`src/rtl/irq_aggr_pkg.sv`:
```
package irq_aggr_pkg;

    localparam int ADDR_W = 12;
    localparam int DATA_W = 32;

    // status and mask bit positions inside a channel word
    localparam int DONE_BIT = 0;
    localparam int ERR_BIT  = 6;

    // channel command registers
    localparam logic [ADDR_W-1:0] A_TX_START = 12'h000;
    localparam logic [ADDR_W-1:0] A_TX_STOP  = 12'h001;
    localparam logic [ADDR_W-1:0] A_RX_START = 12'h002;
    localparam logic [ADDR_W-1:0] A_RX_STOP  = 12'h003;

    // per-output summary words, base + output index
    localparam logic [ADDR_W-1:0] A_TX_SUM   = 12'h010;
    localparam logic [ADDR_W-1:0] A_RX_SUM   = 12'h014;
    localparam logic [ADDR_W-1:0] A_GLB_SUM  = 12'h018;

    // channel region: addr[11:10] == 2'b01, channel in addr[9:3],
    // addr[2] selects mask, addr[1:0] selects output bank
    localparam logic [1:0] CH_REGION = 2'b01;
    localparam int CH_LSB  = 3;
    localparam int CH_MSB  = 9;
    localparam int SEL_BIT = 2;

endpackage

```
`src/rtl/irq_aggr_chan_en.sv`:
```
module irq_aggr_chan_en
    import irq_aggr_pkg::*;
#(
    parameter int NUM_CHAN = 16
) (
    input  logic                       clk_i,
    input  logic                       rst_ni,
    input  logic                       we_i,
    input  logic [ADDR_W-1:0]          addr_i,
    input  logic [DATA_W-1:0]          wdata_i,
    output logic [NUM_CHAN-1:0]        en_o,
    output logic [NUM_CHAN/2-1:0]      tx_en_o,
    output logic [NUM_CHAN/2-1:0]      rx_en_o
);

    localparam int NUM_PAIR = NUM_CHAN / 2;

    typedef struct packed {
        logic [NUM_PAIR-1:0] tx;
        logic [NUM_PAIR-1:0] rx;
    } en_state_t;

    en_state_t st_d, st_q;
    logic [NUM_PAIR-1:0] wr_bits;

    assign wr_bits = wdata_i[NUM_PAIR-1:0];

    always_comb begin
        st_d = st_q;
        if (we_i) begin
            case (addr_i)
                A_TX_START: st_d.tx = st_q.tx | wr_bits;
                A_TX_STOP:  st_d.tx = st_q.tx & ~wr_bits;
                A_RX_START: st_d.rx = st_q.rx | wr_bits;
                A_RX_STOP:  st_d.rx = st_q.rx & ~wr_bits;
                default:    st_d = st_q;
            endcase
        end
    end

    always_ff @(posedge clk_i or negedge rst_ni) begin
        if (!rst_ni) begin
            st_q <= '0;
        end else begin
            st_q <= st_d;
        end
    end

    // even channels take the transmit bits, odd channels the receive bits
    for (genvar k = 0; k < NUM_PAIR; k++) begin : g_pair
        assign en_o[2*k]   = st_q.tx[k];
        assign en_o[2*k+1] = st_q.rx[k];
    end

    assign tx_en_o = st_q.tx;
    assign rx_en_o = st_q.rx;

    // a start write turns on every pair it names
    a_r6_tx_start_sets: assert property (@(posedge clk_i) disable iff (!rst_ni)
        (we_i && addr_i == A_TX_START) |=> ((st_q.tx & $past(wr_bits)) == $past(wr_bits)));

    // a stop write turns off every pair it names
    a_r6_rx_stop_clears: assert property (@(posedge clk_i) disable iff (!rst_ni)
        (we_i && addr_i == A_RX_STOP) |=> ((st_q.rx & $past(wr_bits)) == '0));

    // enables only move on a write
    a_r6_idle_holds: assert property (@(posedge clk_i) disable iff (!rst_ni)
        !we_i |=> $stable(st_q));

endmodule

```
`src/rtl/irq_aggr_bank.sv`:
```
module irq_aggr_bank
    import irq_aggr_pkg::*;
#(
    parameter int NUM_CHAN = 16,
    parameter int GLB_W    = 4
) (
    input  logic                  clk_i,
    input  logic                  rst_ni,
    input  logic [NUM_CHAN-1:0]   ev_done_i,
    input  logic [NUM_CHAN-1:0]   ev_err_i,
    input  logic [NUM_CHAN-1:0]   en_i,
    input  logic [NUM_CHAN-1:0]   stat_we_i,
    input  logic [NUM_CHAN-1:0]   mask_we_i,
    input  logic                  wr_done_i,
    input  logic                  wr_err_i,
    input  logic [GLB_W-1:0]      glb_evt_i,
    input  logic                  glb_clr_i,
    output logic [NUM_CHAN-1:0]   done_o,
    output logic [NUM_CHAN-1:0]   err_o,
    output logic [NUM_CHAN-1:0]   mdone_o,
    output logic [NUM_CHAN-1:0]   merr_o,
    output logic [NUM_CHAN/2-1:0] tx_sum_o,
    output logic [NUM_CHAN/2-1:0] rx_sum_o,
    output logic [GLB_W-1:0]      glb_o,
    output logic                  irq_o
);

    localparam int NUM_PAIR = NUM_CHAN / 2;

    typedef struct packed {
        logic [NUM_CHAN-1:0] done;
        logic [NUM_CHAN-1:0] err;
        logic [NUM_CHAN-1:0] mdone;
        logic [NUM_CHAN-1:0] merr;
        logic [GLB_W-1:0]    glb;
    } bank_state_t;

    bank_state_t st_d, st_q;

    logic [NUM_CHAN-1:0] set_done, set_err;
    logic [NUM_CHAN-1:0] clr_done, clr_err;
    logic [NUM_CHAN-1:0] pend;

    always_comb begin
        set_done = ev_done_i & en_i;
        set_err  = ev_err_i & en_i;
        clr_done = stat_we_i & {NUM_CHAN{wr_done_i}};
        clr_err  = stat_we_i & {NUM_CHAN{wr_err_i}};

        st_d = st_q;
        // the set term is ORed after the clear, so a same-cycle event wins
        st_d.done  = (st_q.done & ~clr_done) | set_done;
        st_d.err   = (st_q.err  & ~clr_err)  | set_err;
        st_d.mdone = (st_q.mdone & ~mask_we_i) | (mask_we_i & {NUM_CHAN{wr_done_i}});
        st_d.merr  = (st_q.merr  & ~mask_we_i) | (mask_we_i & {NUM_CHAN{wr_err_i}});
        st_d.glb   = (glb_clr_i ? '0 : st_q.glb) | glb_evt_i;
    end

    always_ff @(posedge clk_i or negedge rst_ni) begin
        if (!rst_ni) begin
            st_q <= '0;
        end else begin
            st_q <= st_d;
        end
    end

    assign pend = (st_q.done & st_q.mdone) | (st_q.err & st_q.merr);

    for (genvar k = 0; k < NUM_PAIR; k++) begin : g_sum
        assign tx_sum_o[k] = pend[2*k];
        assign rx_sum_o[k] = pend[2*k+1];
    end

    assign done_o  = st_q.done;
    assign err_o   = st_q.err;
    assign mdone_o = st_q.mdone;
    assign merr_o  = st_q.merr;
    assign glb_o   = st_q.glb;
    assign irq_o   = (|tx_sum_o) | (|rx_sum_o) | (|st_q.glb);

    // an enabled done event is recorded on the next edge
    a_r2_done_recorded: assert property (@(posedge clk_i) disable iff (!rst_ni)
        1'b1 |=> ((st_q.done & $past(ev_done_i & en_i)) == $past(ev_done_i & en_i)));

    // an enabled error event is recorded on the next edge
    a_r2_err_recorded: assert property (@(posedge clk_i) disable iff (!rst_ni)
        1'b1 |=> ((st_q.err & $past(ev_err_i & en_i)) == $past(ev_err_i & en_i)));

    // no status bit rises without an enabled event
    a_r2_no_spurious_set: assert property (@(posedge clk_i) disable iff (!rst_ni)
        1'b1 |=> ((st_q.done & ~$past(st_q.done) & ~$past(ev_done_i & en_i)) == '0));

    // a cleared done bit with no competing event is gone
    a_r3_clear_drops: assert property (@(posedge clk_i) disable iff (!rst_ni)
        1'b1 |=> ((st_q.done & $past(stat_we_i & {NUM_CHAN{wr_done_i}} & ~(ev_done_i & en_i))) == '0));

    // with every mask bit off no channel summary can be raised
    a_r5_masked_quiet: assert property (@(posedge clk_i) disable iff (!rst_ni)
        (st_q.mdone == '0 && st_q.merr == '0) |-> (tx_sum_o == '0 && rx_sum_o == '0));

    // an all-ones write with no event empties the global word
    a_r7_glb_clear: assert property (@(posedge clk_i) disable iff (!rst_ni)
        (glb_clr_i && glb_evt_i == '0) |=> (glb_o == '0));

endmodule

```
`src/rtl/chan_irq_aggregator.sv`:
```
module chan_irq_aggregator
    import irq_aggr_pkg::*;
#(
    parameter int NUM_CHAN = 16,
    parameter int NUM_OUT  = 4,
    parameter int GLB_W    = 4
) (
    input  logic                     clk_i,
    input  logic                     rst_ni,
    input  logic [NUM_CHAN-1:0]      ev_done_i,
    input  logic [NUM_CHAN-1:0]      ev_err_i,
    input  logic [NUM_OUT*GLB_W-1:0] glb_evt_i,
    input  logic                     reg_we_i,
    input  logic [ADDR_W-1:0]        reg_addr_i,
    input  logic [DATA_W-1:0]        reg_wdata_i,
    output logic [DATA_W-1:0]        reg_rdata_o,
    output logic [NUM_OUT-1:0]       irq_o
);

    localparam int NUM_PAIR = NUM_CHAN / 2;
    localparam int CH_W     = CH_MSB - CH_LSB + 1;

    logic [NUM_CHAN-1:0] ch_en;
    logic [NUM_PAIR-1:0] tx_en, rx_en;
    logic                ch_region;
    logic [NUM_CHAN-1:0] ch_hit;

    logic [NUM_CHAN-1:0] b_done  [NUM_OUT];
    logic [NUM_CHAN-1:0] b_err   [NUM_OUT];
    logic [NUM_CHAN-1:0] b_mdone [NUM_OUT];
    logic [NUM_CHAN-1:0] b_merr  [NUM_OUT];
    logic [NUM_PAIR-1:0] b_tx    [NUM_OUT];
    logic [NUM_PAIR-1:0] b_rx    [NUM_OUT];
    logic [GLB_W-1:0]    b_glb   [NUM_OUT];

    irq_aggr_chan_en #(
        .NUM_CHAN (NUM_CHAN)
    ) i_chan_en (
        .clk_i   (clk_i),
        .rst_ni  (rst_ni),
        .we_i    (reg_we_i),
        .addr_i  (reg_addr_i),
        .wdata_i (reg_wdata_i),
        .en_o    (ch_en),
        .tx_en_o (tx_en),
        .rx_en_o (rx_en)
    );

    assign ch_region = (reg_addr_i[ADDR_W-1:CH_MSB+1] == CH_REGION);

    for (genvar c = 0; c < NUM_CHAN; c++) begin : g_hit
        assign ch_hit[c] = ch_region && (reg_addr_i[CH_MSB:CH_LSB] == CH_W'(c));
    end

    for (genvar o = 0; o < NUM_OUT; o++) begin : g_out
        localparam logic [ADDR_W-1:0] GLB_ADDR = ADDR_W'(A_GLB_SUM + o);

        logic                bank_sel;
        logic [NUM_CHAN-1:0] stat_we, mask_we;
        logic                glb_clr;

        assign bank_sel = reg_we_i && (reg_addr_i[1:0] == 2'(o));
        assign stat_we  = {NUM_CHAN{bank_sel && !reg_addr_i[SEL_BIT]}} & ch_hit;
        assign mask_we  = {NUM_CHAN{bank_sel &&  reg_addr_i[SEL_BIT]}} & ch_hit;
        assign glb_clr  = reg_we_i && (reg_addr_i == GLB_ADDR) && (&reg_wdata_i);

        irq_aggr_bank #(
            .NUM_CHAN (NUM_CHAN),
            .GLB_W    (GLB_W)
        ) i_bank (
            .clk_i     (clk_i),
            .rst_ni    (rst_ni),
            .ev_done_i (ev_done_i),
            .ev_err_i  (ev_err_i),
            .en_i      (ch_en),
            .stat_we_i (stat_we),
            .mask_we_i (mask_we),
            .wr_done_i (reg_wdata_i[DONE_BIT]),
            .wr_err_i  (reg_wdata_i[ERR_BIT]),
            .glb_evt_i (glb_evt_i[o*GLB_W +: GLB_W]),
            .glb_clr_i (glb_clr),
            .done_o    (b_done[o]),
            .err_o     (b_err[o]),
            .mdone_o   (b_mdone[o]),
            .merr_o    (b_merr[o]),
            .tx_sum_o  (b_tx[o]),
            .rx_sum_o  (b_rx[o]),
            .glb_o     (b_glb[o]),
            .irq_o     (irq_o[o])
        );
    end

    // read-back multiplexer
    always_comb begin
        reg_rdata_o = '0;
        if (reg_addr_i == A_TX_START) reg_rdata_o[NUM_PAIR-1:0] = tx_en;
        if (reg_addr_i == A_RX_START) reg_rdata_o[NUM_PAIR-1:0] = rx_en;
        for (int o = 0; o < NUM_OUT; o++) begin
            if (reg_addr_i == ADDR_W'(A_TX_SUM + o))  reg_rdata_o[NUM_PAIR-1:0] = b_tx[o];
            if (reg_addr_i == ADDR_W'(A_RX_SUM + o))  reg_rdata_o[NUM_PAIR-1:0] = b_rx[o];
            if (reg_addr_i == ADDR_W'(A_GLB_SUM + o)) reg_rdata_o[GLB_W-1:0]    = b_glb[o];
            for (int c = 0; c < NUM_CHAN; c++) begin
                if (ch_hit[c] && reg_addr_i[1:0] == 2'(o)) begin
                    if (reg_addr_i[SEL_BIT]) begin
                        reg_rdata_o[DONE_BIT] = b_mdone[o][c];
                        reg_rdata_o[ERR_BIT]  = b_merr[o][c];
                    end else begin
                        reg_rdata_o[DONE_BIT] = b_done[o][c];
                        reg_rdata_o[ERR_BIT]  = b_err[o][c];
                    end
                end
            end
        end
    end

    // a raised line always has a summary word behind it
    a_r8_irq_has_source: assert property (@(posedge clk_i) disable iff (!rst_ni)
        irq_o[0] |-> ((|b_tx[0]) || (|b_rx[0]) || (|b_glb[0])));

endmodule

```
`config.mk`:
```
export PLATFORM = sky130hd
export DESIGN_NAME = chan_irq_aggregator
export DESIGN_NICKNAME = d
export VERILOG_FILES = /design/src/rtl/irq_aggr_pkg.sv /design/src/rtl/irq_aggr_chan_en.sv /design/src/rtl/irq_aggr_bank.sv /design/src/rtl/chan_irq_aggregator.sv
export SDC_FILE = /design/constraint.sdc
export NUM_CORES = 1
export LEC_CHECK = 0
export ABC_CLOCK_PERIOD_IN_PS = 2420
export BUFFER_PORTS_ARGS = -buffer_cell sky130_fd_sc_hd__buf_4
export CELL_PAD_IN_SITES_DETAIL_PLACEMENT = 1
export CELL_PAD_IN_SITES_GLOBAL_PLACEMENT = 2
export CORE_MARGIN = 2
export CORE_UTILIZATION = 25
export CTS_CLUSTER_DIAMETER = 80
export CTS_CLUSTER_SIZE = 40
export DETAILED_ROUTE_END_ITERATION = 8
export PLACE_DENSITY = 0.68
export RECOVER_POWER = 100
export SLEW_MARGIN = 15
export SYNTH_ARGS = -nofsm -noshare
export SYNTH_HDL_FRONTEND = slang
export SYNTH_HIERARCHICAL = 1
export SYNTH_SLANG_ARGS = --single-unit
```
`constraint.sdc`:
```
create_clock -name clk_i -period 2.42 [get_ports clk_i]
set_clock_uncertainty 0.1 [all_clocks]
set_input_delay 0.121 -clock clk_i [delete_from_list [all_inputs] [get_ports clk_i]]
set_output_delay 0.121 -clock clk_i [all_outputs]
set_load 0.02 [all_outputs]
```
==> results.json <==
{
  "status": "finished, violations left",
  "violations": "capacitance limit, slew limit, setup timing",
  "hold_start": "reg_we_i",
  "n_antenna_cell": 0,
  "placed_cell_area_um2": 22560,
  "wl_per_cell_um": 29.15,
  "worst_slew_pin_slew_ps": 1635,
  "cp_max_fo": 2,
  "grt_max_degree": 129,
  "yosysSeqAreaShare_pct": 42.00,
  "hold_viol": 0,
  "synthCells": 1700,
  "final_cell_area_um2": 24550,
  "cp.arrival_ps": 3310,
  "path_clk_slew_ps": 90,
  "cts_htree_levels": 1,
  "hold_ws_ps": 114.6,
  "syn2layout_area_growth_pct": 43.08,
  "drtIter0Drc": 1403,
  "vias_per_cell": 5.471,
  "hold_class": "in2reg",
  "fp.dieW_um": 266.0,
  "tns_ps": -7963,
  "finalNetCount": 2376,
  "clock_sinks": 288,
  "fin_total_pwr_uw": 11500,
  "layout_worst_path_cycle_share_pct": 145.8,
  "drive_above_1_share_pct": 40.86,
  "root_buffer": "clkbuf_16",
  "p_per_area_nw_per_um2": 468.6,
  "pin_count": 131,
  "maxSlewHeadroom_pct": -8.988,
  "die_h_um": 266.0,
  "synth_edf_count": 0,
  "cts_inserted_buffers": 24,
  "required_ps": 2200,
  "start_kind": "flop",
  "grt_pass1_wl_mm": 133.5,
  "synth_area_um2": 17160,
  "die_area_um2": 70750,
  "maxSlewViolCount": 25,
  "layout_min_cycle_time_ps": 3528,
  "utilization_pct": 35.99,
  "clk_latency_ps": 590,
  "crit_type": "reg2out",
  "async_reset_ff_share_pct": 100.0,
  "first_pass_iters": 5,
  "regArea_um2": 7208,
  "via_count": 17397,
  "worstRegToRegCells": 2,
  "setup-violations-final": 18,
  "num_rows": 96,
  "ys_ff_latch": 288,
  "yosysWarningCount": 6,
  "multi_input_area_um2": 9832,
  "fmax_ghz": 0.2835,
  "io_buffers": 106,
  "ys_types": 80,
  "r2r_slack_ps": 880,
  "grt_use_total_pct": 26.02,
  "gp_congestion": 1.028,
  "clock_path_buffers": 3,
  "drv_cap": 1,
  "ir_worst_vdd_v": 0.0004899,
  "wl_mm": 92.69,
  "cts_tree": "built",
  "antenna_left": 0,
  "fillers": 7697,
  "avgSynthCellArea_um2": 10.09,
  "regToRegEndpoint": "g_out[0].i_bank/err_o[8]$_DFF_PN0_",
  "antenna_found_initial": 2,
  "core_um2": 68230,
  "layout_setup_ws_ps": -1108,
  "synthFlopType": "dfrtp_1",
  "crit_path_end_kind": "primary output",
  "first_global_vias": 18522,
  "min_path_cells": 4,
  "rsz0062_at_grt": "yes",
  "drc": 0,
  "gr-total-overflow": 0,
  "dpl.hpwl_mm": 72.17,
  "leakagePower_uw": 0.01104,
  "initial_core_util_pct": 25.15
}
report_power, final:
group / switching, µW / total (µW) / internal (µW) / leakage (µW)
sequential: 177 / 5200 / 5020 / 0.00390
clock: 2270 / 4390 / 2110 / 0.000419
combinational: 1040 / 1920 / 882 / 0.00672
synthesized netlist by cell type (8+ instances only):
| cell | number | area share (%) |
|---|---|---|
| a32oi_1 | 9 | 0.46 |
| or3_1 | 8 | 0.29 |
| nor2_1 | 170 | 3.7 |
| nand3_1 | 42 | 1.2 |
| a21oi_1 | 30 | 0.87 |
| mux2i_1 | 78 | 4.6 |
| o21ai_0 | 33 | 0.96 |
| mux2_2 | 160 | 11 |
| o22ai_1 | 21 | 0.77 |
| nor4_1 | 32 | 1.2 |
| dfrtp_1 | 288 | 42 |
| nand2b_1 | 13 | 0.47 |
| mux2_1 | 16 | 1.1 |
| a211oi_1 | 18 | 0.79 |
| nor2b_1 | 17 | 0.62 |
| nor3_1 | 37 | 1.1 |
| a21o_1 | 17 | 0.74 |
| a22o_1 | 196 | 10 |
| nand2_1 | 172 | 3.8 |
| buf_4 | 51 | 2.2 |
| a2111oi_0 | 8 | 0.41 |
| nor4_2 | 13 | 0.95 |
| buf_2 | 22 | 0.64 |
| nand4_1 | 23 | 0.84 |
| a31oi_1 | 8 | 0.29 |
| mux4_2 | 11 | 1.4 |
| a221oi_1 | 10 | 0.51 |
| clkbuf_1 | 66 | 1.4 |
| inv_1 | 9 | 0.20 |
final cells by class:
cell class / instances / area share [%]
multi-input cells: 1272 / 40.05
flip-flops and latches: 288 / 29.36
clock inverters: 18 / 0.9887
repair buffers: 681 / 22.38
clock buffers: 25 / 2.502
inverters: 14 / 0.2293
well taps: 882 / 4.495
worst max-delay path: stages (launching register included):
cell	delay, ps
dfrtp_1	350
mux2i_1	70
buf_4	160
nor4_4	420
o211ai_1	200
nor2_2	290
o21ai_0	140
buf_4	170
a21oi_2	160
o31ai_2	120
buf_4	160
a211oi_2	270
buf_4	190
repair_timing:
| item | CTS | global route |
|---|---|---|
| resized for setup | 132 | 54 |
| hold buffers | 59 | 0 |
| endpoints found under the setup margin | 12 | 12 |
| pin swaps | 44 | 34 |
| cloned | 0 | 0 |
| buffers inserted | 2 | 11 |
| endpoints found under the hold margin | 451 | 0 |
cell families after synthesis:
logic type             synth area share (%)
muxes                                 17.54
and+or+nand+nor                       16.90
other                               0.02185
buffers and inverters                 5.039
AOI/OAI and AO/OA                     18.50
DFF                                   42.00
cell usage in the layout (no fill, tap or decap), types with 19 or more instances in the layout:
cell type / n
buf_12: 21
conb_1: 24
clkbuf_1: 37
clkbuf_16: 24
nand4_1: 23
buf_4: 519
dfrtp_1: 287
o22ai_1: 19
mux2i_1: 74
buf_6: 34
a21oi_1: 22
a22o_1: 176
nor3_1: 28
dlygate4sd3_1: 58
mux2_2: 159
nor4_1: 31
nand2_1: 168
o21ai_0: 19
nand3_1: 35
nor2_1: 164
worst max-delay path by stage:
stage                   from              to  slack [ps]
3_5_place_dp   reg_addr_i[5]  reg_rdata_o[6]       -1410
5_1_grt                 flop  reg_rdata_o[0]       -1180
2_1_floorplan  reg_addr_i[5]  reg_rdata_o[0]         -70
3_3_place_gp   reg_addr_i[5]  reg_rdata_o[6]       -1570
6_report                flop  reg_rdata_o[0]       -1110
4_1_cts                 flop  reg_rdata_o[0]       -1120
per-stage QoR:
step | std cells | setup slack [ps]
2_1_floorplan | 1723 | -66.65
3_3_place_gp | 3071 | -1572
3_5_place_dp | 3071 | -1407
4_1_cts | 3172 | -1117
5_1_grt | 3180 | -1184
6_report | 3180 | -1108
routing by layer:
metal	part of all wire (%)	vias to the layer above	global-route usage (%)
li1	-	7518	-
met1	46	9187	36.68
met2	45	572	41.49
met3	5.4	120	3.401
met4	3.4	0	7.835
met5	0	-	0
Power figures use the tool's default switching activity.
